<file path="src/rtl/evt_tmr_pkg.sv">
package evt_tmr_pkg;
  typedef enum logic [1:0] {
    A_MODE = 2'd0,
    A_PRE  = 2'd1,
    A_TMR  = 2'd2,
    A_NONE = 2'd3
  } reg_addr_e;

  localparam logic [1:0] MODE_EVENT = 2'b10;
  localparam int MODE_BITS = 6;
  localparam int BIT_POL   = 2;
  localparam int BIT_RUN   = 3;
endpackage

</file>
<file path="src/rtl/evt_edge_sync.sv">
module evt_edge_sync #(
  parameter int STAGES = 2
) (
  input  logic clk,
  input  logic rst_n,
  input  logic din,
  output logic rise,
  output logic fall
);
  logic [STAGES-1:0] sh_q;
  logic              prev_q;
  logic              s_cur;

  assign s_cur = sh_q[STAGES-1];

  always_ff @(posedge clk) begin
    if (!rst_n) begin
      sh_q   <= '0;
      prev_q <= 1'b0;
    end else begin
      sh_q   <= {sh_q[STAGES-2:0], din};
      prev_q <= s_cur;
    end
  end

  assign rise = s_cur & ~prev_q;
  assign fall = ~s_cur & prev_q;
endmodule

</file>
<file path="src/rtl/evt_down_stage.sv">
module evt_down_stage #(
  parameter int W = 8
) (
  input  logic         clk,
  input  logic         rst_n,
  input  logic         ld,
  input  logic [W-1:0] ld_val,
  input  logic         en,
  output logic [W-1:0] cnt,
  output logic         uflow
);
  logic [W-1:0] rld_q;

  assign uflow = en && !ld && (cnt == '0);

  always_ff @(posedge clk) begin
    if (!rst_n) begin
      cnt   <= '0;
      rld_q <= '0;
    end else if (ld) begin
      rld_q <= ld_val;
      cnt   <= ld_val;
    end else if (en) begin
      cnt <= (cnt == '0) ? rld_q : cnt - 1'b1;
    end
  end

  AST_RELOAD_AT_ZERO: assert property (@(posedge clk) disable iff (!rst_n)
    (en && !ld && cnt == '0) |=> (cnt == $past(rld_q)));
  AST_HOLD_IDLE: assert property (@(posedge clk) disable iff (!rst_n)
    (!en && !ld) |=> $stable(cnt));
  AST_LOAD_BOTH: assert property (@(posedge clk) disable iff (!rst_n)
    ld |=> (cnt == $past(ld_val)) && (rld_q == $past(ld_val)));
endmodule

</file>
<file path="src/rtl/evt_prescale_timer.sv">
module evt_prescale_timer
  import evt_tmr_pkg::*;
#(
  parameter int CW          = 8,
  parameter int SYNC_STAGES = 2
) (
  input  logic          clk,
  input  logic          rst_n,
  input  logic          reg_we,
  input  logic [1:0]    reg_addr,
  input  logic [CW-1:0] reg_wdata,
  output logic [CW-1:0] reg_rdata,
  input  logic          cnt_in,
  output logic          edge_irq,
  output logic          tmr_irq
);
  logic [MODE_BITS-1:0] mode_q;
  logic                 wr_mode, wr_pre, wr_tmr;
  logic                 rise, fall, sel_edge, run, cnt_evt;
  logic [CW-1:0]        pre_cnt, tmr_cnt;
  logic                 pre_uf, tmr_uf;

  assign wr_mode = reg_we && (reg_addr == A_MODE);
  assign wr_pre  = reg_we && (reg_addr == A_PRE);
  assign wr_tmr  = reg_we && (reg_addr == A_TMR);

  always_ff @(posedge clk) begin
    if (!rst_n) mode_q <= '0;
    else if (wr_mode) mode_q <= reg_wdata[MODE_BITS-1:0];
  end

  evt_edge_sync #(.STAGES(SYNC_STAGES)) u_sync (
    .clk(clk), .rst_n(rst_n), .din(cnt_in), .rise(rise), .fall(fall)
  );

  assign sel_edge = mode_q[BIT_POL] ? fall : rise;
  assign run      = (mode_q[1:0] == MODE_EVENT) && mode_q[BIT_RUN];
  // any register write in this cycle drops the count event
  assign cnt_evt  = sel_edge && run && !reg_we;

  evt_down_stage #(.W(CW)) u_pre (
    .clk(clk), .rst_n(rst_n), .ld(wr_pre), .ld_val(reg_wdata),
    .en(cnt_evt), .cnt(pre_cnt), .uflow(pre_uf)
  );

  evt_down_stage #(.W(CW)) u_tmr (
    .clk(clk), .rst_n(rst_n), .ld(wr_tmr), .ld_val(reg_wdata),
    .en(pre_uf), .cnt(tmr_cnt), .uflow(tmr_uf)
  );

  always_ff @(posedge clk) begin
    if (!rst_n) begin
      edge_irq <= 1'b0;
      tmr_irq  <= 1'b0;
    end else begin
      edge_irq <= sel_edge;
      tmr_irq  <= tmr_uf;
    end
  end

  always_comb begin
    unique case (reg_addr)
      A_MODE:  reg_rdata = CW'(mode_q);
      A_PRE:   reg_rdata = pre_cnt;
      A_TMR:   reg_rdata = tmr_cnt;
      default: reg_rdata = '0;
    endcase
  end

  AST_EDGE_IRQ_PULSE: assert property (@(posedge clk) disable iff (!rst_n)
    edge_irq |=> !edge_irq);
  AST_TMR_FROM_PRE: assert property (@(posedge clk) disable iff (!rst_n)
    tmr_irq |-> $past(pre_uf));
  AST_WRITE_DROPS_EVENT: assert property (@(posedge clk) disable iff (!rst_n)
    (reg_we && reg_addr != A_PRE) |=> $stable(pre_cnt));
  AST_IDLE_NO_COUNT: assert property (@(posedge clk) disable iff (!rst_n)
    (!run && !wr_pre) |=> $stable(pre_cnt));
endmodule

</file>
<file path="config.mk">
export PLATFORM = sky130hd
export DESIGN_NAME = evt_prescale_timer
export DESIGN_NICKNAME = d
export VERILOG_FILES = /design/src/rtl/evt_tmr_pkg.sv /design/src/rtl/evt_edge_sync.sv /design/src/rtl/evt_down_stage.sv /design/src/rtl/evt_prescale_timer.sv
export SDC_FILE = /design/constraint.sdc
export NUM_CORES = 1
export LEC_CHECK = 0
export ABC_AREA = 1
export ABC_CLOCK_PERIOD_IN_PS = 1920
export CAP_MARGIN = 5
export CORE_UTILIZATION = 52
export CTS_CLUSTER_SIZE = 40
export DETAILED_ROUTE_END_ITERATION = 8
export PLACE_DENSITY = 0.78
export SETUP_SLACK_MARGIN = 0.3
export SLEW_MARGIN = 5
export SYNTH_ARGS = -nofsm -noshare
export SYNTH_HDL_FRONTEND = slang
export SYNTH_HIERARCHICAL = 1
export SYNTH_SLANG_ARGS = --single-unit
</file>
<file path="constraint.sdc">
create_clock -name clk -period 1.92 [get_ports clk]
set_clock_uncertainty 0.05 [all_clocks]
set_input_delay 0.576 -clock clk [delete_from_list [all_inputs] [get_ports clk]]
set_output_delay 0.576 -clock clk [all_outputs]
set_load 0.02 [all_outputs]
</file>
==> out/qor.yml <==
global_routing:
  grt_antenna_before_repair: 0
  grt_pass1_wl_um: 11700
  globalRouteOverflowTotal: 0
  grt_pass1_vias: 2559
  grtUsageTotal_pct: 29.2
  grt_max_degree: 17
timing:
  drv_slew: 0
  worst_pin_slew_ps: 268
  finalHoldViolCount: 0
  rsz0062_at_grt: "yes"
  setup_viol: 6
  fin_ws_ps: -60.3
  fin_crit_sh_pct: 103
  fmax_mhz: 505
  fin_crit_ps: 1980
  slew_headroom_pct: 82.1
yosys:
  yosysMostFrequentCell: "nand2_1"
  synthFlopType: "dfxtp_1"
  synthesis.area_mm2: 0.00252
  postSynthAreaPerCell_um2: 6.82
  syn-instance-count: 370
  synthSimpleGateAreaFrac_pct: 33.3
  ys_seq_area_share_pct: 34.1
  synth_top_family_by_area: "simple AND/OR/NAND/NOR gates"
  synth_cell_types: 23
  ys_seq_elements: 43
  synth_enable_flop_cells: 0
  synth_common_cells: "107 x nand2_1, 51 x inv_1, 43 x dfxtp_1, 32 x a21oi_1, 30 x nand3_1"
  yosysTopAreaCellShare_pct: 34.1
  synth_nets: 388
  synth_xor_area_share_pct: 0.694
  synth_warnings: 6
  synth_compound_area_share_pct: 19.0
  synthAdderAreaFrac_pct: 1.98
  synth_largest_area_cell: "dfxtp_1"
  ys_top_cells_by_area: "dfxtp_1 34%, nand2_1 16%, inv_1 7.6%"
  synth_mux_area_share_pct: 0
  async_reset_ff_share_pct: 0
power_and_ir_drop:
  power_mw: 2.07
  pwr_density_cell_mw_per_mm2: 572
  ir_drop_mv: 0.426
  leakage_nw: 1.66
routing:
  drt_iter0_drc: 430
  drc: 0
  routed_wl_um: 7880
  firstDrtPassIters: 5
  vias_per_cell: 5.66
  antenna_left: 0
  vias: 2839
  wire_per_inst_um: 15.7
setup_path:
  end_kind: "output port"
  start_kind: "primary input"
  critPathArrivalTime_ps: 1350
  critPathKind: "primary input to output port"
  path_max_fanout: 5
  cp_data_required_time_ps: 1290
  r2r_cells: 13
placed_design:
  port_buffers: 23
  routabilityCongestion: 0.900
  dp_hpwl_um: 4920
final_layout:
  nNetsFinal: 467
  drive_above_1_share_pct: 38.2
  syn2layout_area_growth_pct: 43.4
  antenna_cells: 0
  multiInputGateArea_mm2: 0.00161
  regArea_um2: 866
  final_util_pct: 80.4
  num-fill-cells: 293
clocking:
  ctsHoldBuffers: 0
  cts_tree: "done"
  clockBufferDepth: 2
  path_clk_slew_ps: 80
  cts_sinks: 43
  cts_root_buf: "clkbuf_8"
  h-tree-depth: 2
  clk_latency_ps: 310
  numCtsBuffers: 5
die:
  start_util_pct: 56.0
  fp.dieArea_mm2: 0.00514
  row_count: 24
  die_y_um: 71.7
  num_io_pins: 24
  dieWidth_um: 71.7
  core_area_mm2: 0.00450
hold_path:
  hp-class: "register to register"
  hold_path_depth: 2
job:
  maxCapViolations: 0
outcome:
  status: "finished, violations left"
  violations: "negative setup slack"
## flip-flops by register name (all words and copies together) (netlist names)
signal,cells
u_tmr/cnt,8
u_sync/prev_q,1
u_pre/rld_q,8
edge_irq,1
tmr_irq,1
u_pre/cnt,8
u_sync/sh_q,2
u_tmr/rld_q,8
mode_q,6
## final timing paths
check	start	endpoint	slack (ps)
worst max-delay path	reg_addr[0]	reg_rdata[4]	-60
worst min-delay path	u_sync/sh_q[0]	u_sync/sh_q[1]	360
worst max register to register	u_sync/prev_q	u_tmr/cnt[1]	100
worst min register to register	u_sync/sh_q[0]	u_sync/sh_q[1]	360
## area by class of cell
cell class,count,share of cell area [%]
timing repair buffer,81,21.0
inverter,56,6.53
clock inverter,2,0.346
sequential,43,23.9
multi-input combinational,262,44.4
clock buffer,6,2.00
tap,52,1.80
## logic make-up (layout without fill, tap and decap cells)
logic type               count (synthesis)  after routing
AND/OR/NAND/NOR                        185            185
AO/OA/AOI/OAI                           71             71
buffers and inverters                   65            145
flip-flops                              43             43
adder cells (fa/ha/maj)                  4              4
XOR/XNOR                                 2              2
## where the power goes
part           switching (mW)  internal, mW  total [mW]
registers              0.0258         0.924       0.950
logic                   0.305         0.222       0.527
clock network           0.338         0.255       0.593
## per-layer routing
layer,wire (µm),global-route usage (%)
met4,265,10.5
met2,3970,51.2
met5,0,0
met3,502,5.34
met1,3140,35.8
## cell usage in the layout (no fill, tap or decap), types with 4 or more instances in the layout
cell type	n
a21oi_2	21
clkdlybuf4s50_1	10
dfxtp_1	39
o21ai_0	4
buf_12	5
nor2_1	22
inv_2	7
inv_1	45
nand2_1	92
ha_1	4
clkbuf_8	5
nand2_4	5
a21boi_0	5
a21oi_1	25
buf_4	45
nand3_2	7
dfxtp_2	4
nor2_2	6
buf_6	16
nand2_2	14
nand3_1	23
a21boi_2	8
nor2_4	9
## metrics by stage
stage,hold WS (ps),setup WS [ps],instances,setup TNS [ps],cell area (µm²)
after floorplan,340,83.8,370,0,2610
after global placement,343,-936,479,-20130,3210
after detailed placement,353,-977,479,-22290,3210
after CTS,374,-71.3,495,-421,3420
after global routing,385,-98.8,502,-541,3620
final,363,-60.3,502,-279,3620
## critical path, cell delays in order
cell and delay (ps):
buf_8 100, buf_6 110, nor2_4 190, buf_12 150
nand2_4 40, nand3_2 60, buf_6 110
## timing repair
| item | CTS | global route |
|---|---|---|
| endpoints found under the setup margin | 48 | 27 |
| setup buffers | 8 | 7 |
| gates resized for setup | 86 | 42 |
| pin swaps | 11 | 15 |
| endpoints found under the hold margin | 0 | 0 |
| gates cloned | 0 | 0 |
(Power assumes the default switching activity.)
